## config.mk

```make
export PLATFORM = sky130hd
export DESIGN_NAME = word_tally_capture
export DESIGN_NICKNAME = d
export VERILOG_FILES = /design/src/rtl/wtc_pkg.sv /design/src/rtl/wtc_edge_fsm.sv /design/src/rtl/wtc_trig_mux.sv /design/src/rtl/wtc_tally.sv /design/src/rtl/word_tally_capture.sv
export SDC_FILE = /design/constraint.sdc
export NUM_CORES = 1
export LEC_CHECK = 0
export ABC_AREA = 1
export BUFFER_PORTS_ARGS = -buffer_cell sky130_fd_sc_hd__buf_2
export CAP_MARGIN = 15
export CORE_AREA = 2 2 40 69
export DETAILED_ROUTE_END_ITERATION = 6
export DIE_AREA = 0 0 42 71
export GPL_TIMING_DRIVEN = 0
export PLACE_DENSITY = 0.79
export SLEW_MARGIN = 20
export SYNTH_ARGS = -nofsm -noshare
export SYNTH_HDL_FRONTEND = slang
export SYNTH_SLANG_ARGS = --single-unit
```

## constraint.sdc

```tcl
create_clock -name clk -period 1.35 [get_ports clk]
set_input_delay 0.135 -clock clk [delete_from_list [all_inputs] [get_ports clk]]
set_output_delay 0.135 -clock clk [all_outputs]
set_load 0.02 [all_outputs]
```

## src/rtl/wtc_pkg.sv

```systemverilog
package wtc_pkg;
    localparam int CNT_W  = 10;
    localparam int LO_W   = 8;
    localparam int HI_W   = CNT_W - LO_W;
    localparam int NUM_HW = 3;
    localparam int SEL_W  = 2;

    typedef enum logic [SEL_W-1:0] {
        TSEL_SOFT = 2'b00,
        TSEL_SOF  = 2'b01,
        TSEL_PIN  = 2'b10,
        TSEL_TMR  = 2'b11
    } trig_sel_e;

    typedef enum logic {
        EDG_LOW  = 1'b0,
        EDG_HIGH = 1'b1
    } edge_st_e;

    typedef enum logic [1:0] {
        ACT_HOLD = 2'd0,
        ACT_INC  = 2'd1,
        ACT_SNAP = 2'd2
    } tally_act_e;
endpackage

```

## src/rtl/wtc_edge_fsm.sv

```systemverilog
module wtc_edge_fsm
    import wtc_pkg::*;
(
    input  logic clk,
    input  logic rst_n,
    input  logic lvl,
    output logic rise
);
    edge_st_e st_q, st_d;

    always_ff @(posedge clk) begin
        if (!rst_n) st_q <= EDG_LOW;
        else        st_q <= st_d;
    end

    always_comb begin
        st_d = st_q;
        rise = 1'b0;
        unique case (st_q)
            EDG_LOW: begin
                if (lvl) begin
                    st_d = EDG_HIGH;   // RISE
                    rise = 1'b1;
                end
            end
            EDG_HIGH: begin
                if (!lvl) st_d = EDG_LOW; // DROP
            end
            default: st_d = EDG_LOW;
        endcase
    end

    // a pulse never repeats on the next cycle
    p_single_pulse_r6: assert property (@(posedge clk) disable iff (!rst_n)
        rise |=> !rise);
    // a line that stays high gives no further pulse
    p_level_quiet_r6: assert property (@(posedge clk) disable iff (!rst_n)
        (lvl && $past(lvl)) |-> !rise);
endmodule

```

## src/rtl/wtc_trig_mux.sv

```systemverilog
module wtc_trig_mux
    import wtc_pkg::*;
(
    input  logic [NUM_HW-1:0] rise_vec,
    input  logic [SEL_W-1:0]  sel,
    input  logic              sw_wr,
    output logic              snap
);
    logic hw_evt;

    always_comb begin
        hw_evt = 1'b0;
        unique case (trig_sel_e'(sel))
            TSEL_SOFT: hw_evt = 1'b0;
            TSEL_SOF:  hw_evt = rise_vec[0];
            TSEL_PIN:  hw_evt = rise_vec[1];
            TSEL_TMR:  hw_evt = rise_vec[2];
            default:   hw_evt = 1'b0;
        endcase
        snap = hw_evt | sw_wr;
    end
endmodule

```

## src/rtl/wtc_tally.sv

```systemverilog
module wtc_tally
    import wtc_pkg::*;
(
    input  logic             clk,
    input  logic             rst_n,
    input  logic             word_done,
    input  logic             snap,
    output logic [CNT_W-1:0] cap
);
    logic [CNT_W-1:0] cnt_q, cnt_d, cap_d, sum;
    tally_act_e act;

    assign sum = cnt_q + CNT_W'(word_done);

    always_comb begin
        if (snap)           act = ACT_SNAP;
        else if (word_done) act = ACT_INC;
        else                act = ACT_HOLD;
    end

    always_comb begin
        cnt_d = cnt_q;
        cap_d = cap;
        unique case (act)
            ACT_HOLD: cnt_d = cnt_q;
            ACT_INC:  cnt_d = sum;
            ACT_SNAP: begin
                cap_d = sum;
                cnt_d = '0;
            end
            default:  cnt_d = cnt_q;
        endcase
    end

    always_ff @(posedge clk) begin
        if (!rst_n) begin
            cnt_q <= '0;
            cap   <= '0;
        end else begin
            cnt_q <= cnt_d;
            cap   <= cap_d;
        end
    end

    // a step of one per word, modulo the counter width
    p_step_r1: assert property (@(posedge clk) disable iff (!rst_n)
        !snap |=> cnt_q == $past(cnt_q) + CNT_W'($past(word_done)));
    // a capture clears the tally
    p_clear_r3: assert property (@(posedge clk) disable iff (!rst_n)
        snap |=> cnt_q == '0);
    // the capture includes a coincident word
    p_snap_value_r3: assert property (@(posedge clk) disable iff (!rst_n)
        snap |=> cap == $past(cnt_q) + CNT_W'($past(word_done)));
    // the capture holds without an event
    p_cap_hold_r8: assert property (@(posedge clk) disable iff (!rst_n)
        !snap |=> $stable(cap));
endmodule

```

## src/rtl/word_tally_capture.sv

```systemverilog
module word_tally_capture
    import wtc_pkg::*;
(
    input  logic            clk,
    input  logic            rst_n,
    input  logic            word_done,
    input  logic            trig_sof,
    input  logic            trig_pin,
    input  logic            trig_tmr,
    input  logic [SEL_W-1:0] trig_sel,
    input  logic            cnt_wr,
    output logic [LO_W-1:0] cap_lo,
    output logic [HI_W-1:0] cap_hi
);
    logic [NUM_HW-1:0] lines, rises;
    logic              snap;
    logic [CNT_W-1:0]  cap;

    assign lines = {trig_tmr, trig_pin, trig_sof};

    for (genvar g = 0; g < NUM_HW; g++) begin : g_edge
        wtc_edge_fsm u_edge (
            .clk  (clk),
            .rst_n(rst_n),
            .lvl  (lines[g]),
            .rise (rises[g])
        );
    end

    wtc_trig_mux u_mux (
        .rise_vec(rises),
        .sel     (trig_sel),
        .sw_wr   (cnt_wr),
        .snap    (snap)
    );

    wtc_tally u_tally (
        .clk      (clk),
        .rst_n    (rst_n),
        .word_done(word_done),
        .snap     (snap),
        .cap      (cap)
    );

    assign cap_lo = cap[LO_W-1:0];
    assign cap_hi = cap[CNT_W-1:LO_W];

    // with no hardware trigger selected and no write, the outputs hold
    p_soft_only_r4: assert property (@(posedge clk) disable iff (!rst_n)
        (trig_sel == TSEL_SOFT && !cnt_wr) |=> ($stable(cap_lo) && $stable(cap_hi)));
    // a line already high while selected cannot cause a capture
    p_held_line_r6: assert property (@(posedge clk) disable iff (!rst_n)
        (trig_sel == TSEL_PIN && trig_pin && $past(trig_pin) && !cnt_wr)
        |=> ($stable(cap_lo) && $stable(cap_hi)));
endmodule

```

==> results.json <==
{
  "status": "finished, violations left",
  "violations": "setup timing",
  "antenna_left": 0,
  "seqPwrFrac_pct": 53.0,
  "swShare_pct": 26.99,
  "syn-num-nets": 169,
  "hp-start": "trig_sof",
  "fp.dieH_um": 71,
  "worst_slack_ps": -11.36,
  "nFillCells": 240,
  "gp_congestion": 0.8368,
  "io_pins": 19,
  "total_power_mw": 1.332,
  "r2r_start": "u_tally.cnt_q[0]",
  "fin_setup_tns_ps": -11.36,
  "hold_slack_ps": 50.62,
  "vias": 1096,
  "worst-path-max-fanout": 3,
  "synth.distinct_cells": 22,
  "initial_core_util_pct": 47.12,
  "reg2reg_depth": 9,
  "yosysWarningCount": 0,
  "comb_power_share_pct": 14.0,
  "post-route-util_pct": 57.61,
  "std_cell_rows": 24,
  "hold_path_end": "g_edge[0].u_edge.st_q",
  "cts_root_buf": "clkbuf_8",
  "clock.fmax_mhz": 734.6,
  "whs_path_depth": 3,
  "worstMarginPinSlew_ps": 589.0,
  "final.period_utilization_pct": 100.8,
  "reg2reg_to": "u_tally.cap[8]",
  "period_needed_ps": 1361,
  "skew_ps": 2.746,
  "hold_class": "input pin to flip-flop",
  "syn_to_final_growth_pct": 22.27,
  "cap_viol_max_count": 0,
  "drt_iter0_markers": 38,
  "post_drt_via_cell_ratio": 5.269,
  "grt.overflow.total": 0,
  "leakage_nw": 0.6122,
  "critPathRequiredTime_ps": 1530,
  "path_clk_slew_ps": 80,
  "grt_pass1_wl_um": 4505,
  "cts_sinks": 23,
  "max-vdd-ir-drop_mv": 0.7470,
  "rsz0062_at_grt": "yes",
  "antenna_found_initial": 0,
  "path_class": "flip-flop to flip-flop",
  "slew_headroom_pct": 60.73,
  "coreArea_um2": 2432,
  "avgRoutedWirePerCell_um": 13.26,
  "num_antenna_cells": 0,
  "wl_um": 2758,
  "place_ws_ps": -270.0,
  "h-tree-depth": 1,
  "drive_gt1_share_pct": 29.67,
  "finalNetCount": 194,
  "power.share.clock_pct": 33.0,
  "rrSetupSlack_ps": -10,
  "dieWidth_um": 42,
  "critical_path_arrival_ps": 1540,
  "grt_max_degree": 14,
  "numCtsBuffers": 3,
  "switchingPower_mw": 0.3596,
  "place_hpwl_um": 1962,
  "report.final.slew_viol_count": 0,
  "die_area_um2": 2982,
  "syn_area_um2": 1146,
  "portBuffers": 18,
  "grt_pass1_vias": 1071,
  "drtPass1Iterations": 4,
  "internal_power_mw": 0.9727,
  "end_kind": "flip-flop",
  "startpoint_type": "flip-flop",
  "p_per_area_nw_per_um2": 950.8,
  "ys_ff_latch": 23,
  "grtUsageTotal_pct": 19.99,
  "setup_viol": 1,
  "syn_inst": 158,
  "clk_path_buf_depth": 2,
  "hold_viol": 0,
  "cts_tree": "built",
  "drc": 0,
  "avgSynthCellArea_um2": 7.254,
  "yosysSeqAreaShare_pct": 40.17,
  "insertion_delay_ps": 270
}
area by class of cell:
type / instances / area [µm²] / share of cell area (%)
multi-input combinational: 115 / 660.6 / 47.14
timing repair buffer: 20 / 105.1 / 7.500
clock inverter: 1 / 5.005 / 0.3571
clock buffer: 3 / 41.29 / 2.946
inverter: 15 / 56.30 / 4.018
buffer: 5 / 37.54 / 2.679
tap: 26 / 32.53 / 2.321
sequential: 23 / 462.9 / 33.04
stage by stage:
step,cell area (µm²),instances
after floorplan,1146,158
after global placement,1269,202
after detailed placement,1269,202
after CTS,1368,207
after global routing,1401,208
final,1401,208
flip-flops by register name (all words and copies together), names as in the netlist:
signal and cells:
u_tally.cnt_q 10, g_edge.u_edge.st_q 3, u_tally.cap 10
power by group through the flow:
stage                     sequential (mW)  clock, mW  combinational (mW)
after floorplan                     0.739          0               0.102
after global routing                0.709      0.477               0.202
after CTS                           0.706      0.429               0.183
after global placement              0.721          0               0.171
after detailed placement            0.722          0               0.177
final                               0.706      0.440               0.187
how the worst max path moves through the flow:
stage,startpoint,to,slack (ps),cells past startpoint
2_1_floorplan,u_tally.cnt_q[0],u_tally.cnt_q[4],40,7
3_3_place_gp,word_done,u_tally.cnt_q[4],-200,8
3_5_place_dp,word_done,u_tally.cnt_q[4],-270,8
4_1_cts,u_tally.cnt_q[0],u_tally.cap[4],5,8
5_1_grt,u_tally.cnt_q[0],u_tally.cap[8],-50,9
6_report,u_tally.cnt_q[0],u_tally.cap[8],-10,9
cells in the mapped netlist (all sizes together):
cell type / number / share of area (%)
dfxtp: 23 / 40
inv: 15 / 4.9
nand3: 13 / 6.6
nand3b: 2 / 1.3
xor2: 3 / 2.3
ha: 2 / 2.2
buf: 3 / 2.6
o21bai: 1 / 0.66
nand2: 40 / 14
o21ai: 7 / 3.1
a21oi: 13 / 7.0
nand4: 1 / 0.55
clkbuf: 2 / 0.66
nor2: 33 / 14
cell usage in the layout (no fill, tap or decap), drive strengths merged, types with 3 or more instances in the layout:
master	instances
a21oi	13
nand3	13
dfxtp	23
nor2	33
inv	15
clkbuf	5
nand2	40
o21ai	7
buf	23
xor2	3
metal layers:
layer	up-vias	share of wire, %	global-route usage [%]
met5	-	0	0
met4	0	4.2	12.19
met3	13	5.1	4.847
met2	38	54	37.50
met1	502	37	18.59
li1	543	-	-
worst max-delay path, stage by stage, from the launching register on:
cell and delay [ps]:
dfxtp_2 350, ha_4 150, ha_4 140, nand2_4 70, nor2_4 160, nand2_1 80, nand2_1 80, nand2_2 80
nor2_1 100, nor2_1 60
repair_timing:
item / CTS / global route
endpoints found under the hold margin: 0 / 0
hold buffers: 0 / 0
pin swaps: 2 / 9
resized for setup: 8 / 8
cloned: 0 / 0
setup buffers: 1 / 1
setup endpoints to repair: 7 / 11
kinds of logic after synthesis:
kind of cell	Yosys count	synth area share [%]
adders and majority gates	2	2.183
AOI/OAI and AO/OA	21	10.70
and+or+nand+nor	89	36.46
DFF	23	40.17
buffers and inverters	20	8.188
xor gates and xnor gates	3	2.293
No activity file was read; power rests on OpenSTA's default activity.
